## src/rtl/job_irq_pkg.sv

```systemverilog
package job_irq_pkg;
  localparam logic [11:0] OFF_RAW   = 12'h000;
  localparam logic [11:0] OFF_CLR   = 12'h004;
  localparam logic [11:0] OFF_MASK  = 12'h008;
  localparam logic [11:0] OFF_STAT  = 12'h00C;
  localparam logic [11:0] OFF_STATE = 12'h010;

  typedef enum logic [2:0] {
    SEL_RAW, SEL_CLR, SEL_MASK, SEL_STAT, SEL_STATE, SEL_SLOT, SEL_NONE
  } reg_sel_e;
endpackage

```

## src/rtl/job_irq_decode.sv

```systemverilog
module job_irq_decode
  import job_irq_pkg::*;
#(
  parameter int unsigned ADDR_W       = 12,
  parameter int unsigned NSLOT        = 16,
  parameter int unsigned SLOT_BASE    = 'h800,
  parameter int unsigned SLOT_SPAN_LG = 7,
  localparam int unsigned SLOT_W      = $clog2(NSLOT)
) (
  input  logic [ADDR_W-1:0]       addr_i,
  output reg_sel_e                sel_o,
  output logic [SLOT_W-1:0]       slot_o,
  output logic [SLOT_SPAN_LG-1:0] off_o
);
  logic [ADDR_W-1:0] rel;

  assign rel    = addr_i - ADDR_W'(SLOT_BASE);
  assign slot_o = rel[SLOT_SPAN_LG +: SLOT_W];
  assign off_o  = addr_i[SLOT_SPAN_LG-1:0];

  always_comb begin
    if (addr_i >= ADDR_W'(SLOT_BASE))       sel_o = SEL_SLOT;
    else if (addr_i == ADDR_W'(OFF_RAW))    sel_o = SEL_RAW;
    else if (addr_i == ADDR_W'(OFF_CLR))    sel_o = SEL_CLR;
    else if (addr_i == ADDR_W'(OFF_MASK))   sel_o = SEL_MASK;
    else if (addr_i == ADDR_W'(OFF_STAT))   sel_o = SEL_STAT;
    else if (addr_i == ADDR_W'(OFF_STATE))  sel_o = SEL_STATE;
    else                                    sel_o = SEL_NONE;
  end
endmodule

```

## src/rtl/job_irq_status.sv

```systemverilog
module job_irq_status #(
  parameter int unsigned NSLOT = 16,
  localparam int unsigned W    = 2 * NSLOT
) (
  input  logic         clk_i,
  input  logic         rst_ni,
  input  logic [W-1:0] evt_i,
  input  logic [W-1:0] sw_set_i,
  input  logic [W-1:0] clr_i,
  input  logic         mask_we_i,
  input  logic [W-1:0] mask_wdata_i,
  output logic [W-1:0] raw_o,
  output logic [W-1:0] mask_o,
  output logic         irq_o
);
  logic [W-1:0] raw_q, mask_q;

  // events are ORed after the clear so they win a same-cycle collision
  always_ff @(posedge clk_i or negedge rst_ni) begin
    if (!rst_ni) begin
      raw_q  <= '0;
      mask_q <= '0;
    end else begin
      raw_q <= (raw_q & ~clr_i) | sw_set_i | evt_i;
      if (mask_we_i) mask_q <= mask_wdata_i;
    end
  end

  assign raw_o  = raw_q;
  assign mask_o = mask_q;
  assign irq_o  = |(raw_q & mask_q);
endmodule

```

## src/rtl/job_irq_state.sv

```systemverilog
module job_irq_state #(
  parameter int unsigned NSLOT = 16,
  localparam int unsigned W    = 2 * NSLOT
) (
  input  logic             clk_i,
  input  logic             rst_ni,
  input  logic             upd_i,
  input  logic [W-1:0]     clr_word_i,
  input  logic [NSLOT-1:0] active_i,
  input  logic [NSLOT-1:0] queued_i,
  output logic [W-1:0]     state_o
);
  logic [NSLOT-1:0] hit;

  assign hit = clr_word_i[NSLOT-1:0] | clr_word_i[W-1:NSLOT];

  for (genvar i = 0; i < NSLOT; i++) begin : g_slot
    logic act_q, que_q;
    always_ff @(posedge clk_i or negedge rst_ni) begin
      if (!rst_ni) begin
        act_q <= 1'b0;
        que_q <= 1'b0;
      end else if (upd_i && hit[i]) begin
        act_q <= active_i[i];
        que_q <= queued_i[i];
      end
    end
    assign state_o[i]         = act_q;
    assign state_o[NSLOT + i] = que_q;
  end
endmodule

```

## src/rtl/job_irq_regs.sv

```systemverilog
module job_irq_regs
  import job_irq_pkg::*;
#(
  parameter int unsigned NSLOT        = 16,
  parameter int unsigned ADDR_W       = 12,
  parameter int unsigned SLOT_BASE    = 'h800,
  parameter int unsigned SLOT_SPAN_LG = 7,
  localparam int unsigned DATA_W      = 2 * NSLOT,
  localparam int unsigned SLOT_W      = $clog2(NSLOT)
) (
  input  logic                    clk_i,
  input  logic                    rst_ni,
  input  logic                    req_i,
  input  logic                    we_i,
  input  logic [ADDR_W-1:0]       addr_i,
  input  logic [DATA_W-1:0]       wdata_i,
  output logic [DATA_W-1:0]       rdata_o,
  input  logic [NSLOT-1:0]        done_i,
  input  logic [NSLOT-1:0]        fail_i,
  input  logic [NSLOT-1:0]        active_i,
  input  logic [NSLOT-1:0]        queued_i,
  output logic                    irq_o,
  output logic                    slot_req_o,
  output logic                    slot_we_o,
  output logic [SLOT_W-1:0]       slot_sel_o,
  output logic [SLOT_SPAN_LG-1:0] slot_off_o,
  output logic [DATA_W-1:0]       slot_wdata_o,
  input  logic [DATA_W-1:0]       slot_rdata_i
);
  reg_sel_e          sel;
  logic              wr;
  logic              clr_wr;
  logic [DATA_W-1:0] raw_q, mask_q, state_q;

  job_irq_decode #(
    .ADDR_W(ADDR_W), .NSLOT(NSLOT),
    .SLOT_BASE(SLOT_BASE), .SLOT_SPAN_LG(SLOT_SPAN_LG)
  ) u_dec (
    .addr_i(addr_i), .sel_o(sel), .slot_o(slot_sel_o), .off_o(slot_off_o)
  );

  assign wr     = req_i && we_i;
  assign clr_wr = wr && (sel == SEL_CLR);

  job_irq_status #(.NSLOT(NSLOT)) u_stat (
    .clk_i       (clk_i),
    .rst_ni      (rst_ni),
    .evt_i       ({fail_i, done_i}),
    .sw_set_i    ((wr && sel == SEL_RAW) ? wdata_i : '0),
    .clr_i       (clr_wr ? wdata_i : '0),
    .mask_we_i   (wr && sel == SEL_MASK),
    .mask_wdata_i(wdata_i),
    .raw_o       (raw_q),
    .mask_o      (mask_q),
    .irq_o       (irq_o)
  );

  job_irq_state #(.NSLOT(NSLOT)) u_state (
    .clk_i     (clk_i),
    .rst_ni    (rst_ni),
    .upd_i     (clr_wr),
    .clr_word_i(wdata_i),
    .active_i  (active_i),
    .queued_i  (queued_i),
    .state_o   (state_q)
  );

  assign slot_req_o   = req_i && (sel == SEL_SLOT);
  assign slot_we_o    = we_i;
  assign slot_wdata_o = wdata_i;

  always_comb begin
    unique case (sel)
      SEL_RAW:   rdata_o = raw_q;
      SEL_MASK:  rdata_o = mask_q;
      SEL_STAT:  rdata_o = raw_q & mask_q;
      SEL_STATE: rdata_o = state_q;
      SEL_SLOT:  rdata_o = slot_rdata_i;
      default:   rdata_o = '0;
    endcase
  end
endmodule

```

## config.mk

```make
export PLATFORM = sky130hd
export DESIGN_NAME = job_irq_regs
export DESIGN_NICKNAME = d
export VERILOG_FILES = /design/src/rtl/job_irq_pkg.sv /design/src/rtl/job_irq_decode.sv /design/src/rtl/job_irq_status.sv /design/src/rtl/job_irq_state.sv /design/src/rtl/job_irq_regs.sv
export SDC_FILE = /design/constraint.sdc
export NUM_CORES = 1
export LEC_CHECK = 0
export BUFFER_PORTS_ARGS = -buffer_cell sky130_fd_sc_hd__buf_2
export CORE_ASPECT_RATIO = 2
export CORE_MARGIN = 3
export CORE_UTILIZATION = 29
export DETAILED_ROUTE_END_ITERATION = 10
export GPL_TIMING_DRIVEN = 0
export PLACE_DENSITY = 0.56
export REMOVE_ABC_BUFFERS = 1
export SLEW_MARGIN = 25
export SYNTH_ARGS = -nofsm -noshare
export SYNTH_HDL_FRONTEND = slang
export SYNTH_SLANG_ARGS = --single-unit
```

## constraint.sdc

```tcl
create_clock -name clk_i -period 2.24 [get_ports clk_i]
set_clock_uncertainty 0.05 [all_clocks]
set_input_delay 0.224 -clock clk_i [delete_from_list [all_inputs] [get_ports clk_i]]
set_output_delay 0.224 -clock clk_i [all_outputs]
set_load 0.1 [all_outputs]
```

==> out/results.tsv <==
metric	value	unit
status	finished, violations left	
violated checks	negative setup slack	
simple-gate share of the synthesized area	0.1206	
global-route wire length before repair	30300	um
post-synthesis sequential area ratio	0.4437	
core area	0.01831	mm2
Final setup viols	24	
final WL	20680	um
pre-CTS setup slack	-1.638	ns
XOR/XNOR Fraction of Synth Area	0	
Fill cells	1760	
synth warn	0	
setup slack, reg-to-reg	1.29	ns
Routed WL per cell	22.73	um
switching pwr	1.465	mW
worst-skew pair later-pin latency	0.34	ns
Final Cycle Share	1.058	
Global Route Usage Sum	0.1992	
Initial DRT Pass Iterations	5	
Synth Area in Compound Gates	0.1874	
drt drc	0	
combinational share of power	0.257	
number of max-cap violations	0	
hold depth	2	
critical path arrival	2.10	ns
internal power	2.846	mW
chip width	102.6	um
vias post-DR	4956	
global placer's final weighted congestion	0.8365	
largest net degree at the start of global routing	54	
Sw Share	0.3398	
clock power share	0.340	
Final nets	831	
worst hold path type	primary input to register	
CP endpoint kind	primary output	
CTS tree	done	
Max clock buf depth	2	
RSZ-0062 raised after global routing	true	
Peak Freq	0.4219	GHz
maximum vdd drop	0.3037	mV
share of cells above drive strength 1	0.5355	
worst-margin pin slew	0.8476	ns
synthesis-stage register bit count	96	
reg2reg path depth	1	
Initial Util	0.2958	
Slew Limit Fails	0	
Period minus WS final	2.370	ns
Crit Path Max Fanout	10	
Setup crit end	rdata_o[14]	
PnR worst setup slack	-0.1300	ns
commonest cells after routing, fill and taps aside	buf_2 (180), dfrtp_1 (96), nand2_1 (59)	
Critical Path Start	addr_i[6]	
critical path, cell by cell	buf_6 -> or4_4 -> buf_4 -> or3_4 -> nor2_1 -> a221o_1 -> buf_12	
crit start category	primary input	
total gr overflow	0	
RR Startpoint	u_stat.raw_o[17]$_DFF_PN0_	
initial antenna violation count	3	
crit-path max cell delay	0.59	ns
Die ar.	0.02044	mm2
Vias/cell	5.446	
I/O Pins	222	
Num CTS Buffers	9	
clock-pin transition on the worst setup and hold timing paths	0.07	ns
DIE HEIGHT	199.2	um
Pleak	3.426	nW
multiplexer area fraction after synthesis	0.1602	
sequential share of power	0.403	
Crit path required time	1.97	ns
post-DP HPWL	14700	um
utilization after layout	0.4191	
Crit-path slowest cell	or4_4	
combinational family with the most area after synthesis	compound AO/OA/AOI/OAI gates	
distinct cell type count after synthesis	29	
Area Growth Syn to Fin	41.69	%
Sink Count	96	
pwr dens	561.9	mW/mm2
total power	4.311	mW
Netlist Area Pre-Place	0.005414	mm2
Slew headroom	0.4343	
number of global-route vias before repair	5209	
Post-Synthesis Cells	495	
Sum Neg Setup Slack	-1.890	ns
Final Hold Viols	0	
Mean Syn Cell Area	10.94	um2
Starting DRT DRC Count	197	
final antenna-violating net count	0	
count of buffers from port buffering	221	
critical path class	primary input to primary output	
R2R Path End	u_stat.raw_o[17]$_DFF_PN0_	
commonest non-fill, non-tap cell in the layout	buf_2	
Root Buffer	clkbuf_16	
# rows	70	
Post-Synth Adder-Cell Area	0	
H-tree depth	3	
how the worst min path moves through the flow:
stage	slack, ns	from	to
final	0.02	done_i[4]	u_stat.raw_o[4]$_DFF_PN0_
after global routing	0.02	done_i[2]	u_stat.raw_o[2]$_DFF_PN0_
after CTS	0.007	done_i[2]	u_stat.raw_o[2]$_DFF_PN0_
after detailed placement	0.14	rst_ni	u_state.g_slot[12].act_q$_DFFE_PN0P_
after global placement	0.37	done_i[4]	u_stat.raw_o[4]$_DFF_PN0_
after floorplan	-0.12	rst_ni	u_stat.mask_o[0]$_DFFE_PN0P_
registers in the layout (all words and copies together), names as in the netlist:
name and cells:
u_state.g_slot.que_q 16, u_state.g_slot.act_q 16, u_stat.mask_o 32, u_stat.raw_o 32
critical path: cells and delay by family:
family                 cells  cell delay [ns]
buffers and inverters      3             0.45
and+or+nand+nor            3             1.23
AOI/OAI and AO/OA          1             0.19
metrics by stage:
stage | hold slack (ns) | std cells | cell area, um2
finish | 0.02176 | 910 | 7671
global route | 0.01534 | 910 | 7671
CTS | 0.007224 | 902 | 7427
detailed placement | 0.1413 | 873 | 6496
global placement | 0.3747 | 857 | 6314
floorplan | -0.1216 | 420 | 4937
metal layers:
layer | global-route usage | share of wire | vias up
met4 | 0.09197 | 0.034 | 0
met5 | 0 | 0 | -
met2 | 0.3664 | 0.57 | 174
met1 | 0.2229 | 0.36 | 2510
li1 | - | - | 2230
met3 | 0.02236 | 0.036 | 42
cells by family (layout without fill, tap and decap cells):
group,Yosys count,in the layout
buffers and inverters,75,269
and+or+nand+nor,132,134
DFF,96,96
muxes,77,77
AOI/OAI and AO/OA,115,115
other,0,3
power by group through the flow:
stage          Sequential [mW]  Combinational (mW)  Clock, mW
2_1_floorplan             1.77               0.321          0
3_3_place_gp              1.77               0.960          0
3_5_place_dp              1.77               0.977          0
4_1_cts                   1.74                1.09       1.50
5_1_grt                   1.74                1.15       1.57
6_report                  1.74                1.11       1.47
cell usage after synthesis, drive strengths merged:
library cell,instances,area [um2]
nor4bb,1,10.01
clkbuf,22,82.58
or4,3,26.27
nand2b,20,125.1
nor4b,2,38.78
mux2,77,867.1
and2,2,12.51
nor4,2,12.51
dfrtp,96,2402
o211ai,13,97.59
a32oi,19,166.4
nand2,59,221.5
nor3,1,5.000
nand4,4,25.02
nor2,21,78.83
o21a,16,120.1
nand3,13,65.06
or2,1,6.260
or3,2,17.52
a221o,51,510.5
a22oi,16,120.1
buf,53,394.1
nand4b,1,8.760
what timing repair did:
item / in CTS / in global routing
cloned: 2 / 1
pin swaps: 21 / 17
buffers inserted: 13 / 6
resized for setup: 147 / 48
hold buffers: 1 / 0
hold endpoints to repair: 43 / 0
endpoints found under the setup margin: 129 / 63
final cells by class:
cell class	count	area (um2)	share of cell area
Timing Repair Buffer	254	1934	0.2522
Tap cell	216	270.3	0.03523
Multi-Input combinational cell	326	2789	0.3636
Clock buffer	15	267.8	0.03490
Antenna cell	3	7.507	0.0009786
Sequential cell	96	2402	0.3132
Power figures use the tool's default switching activity.
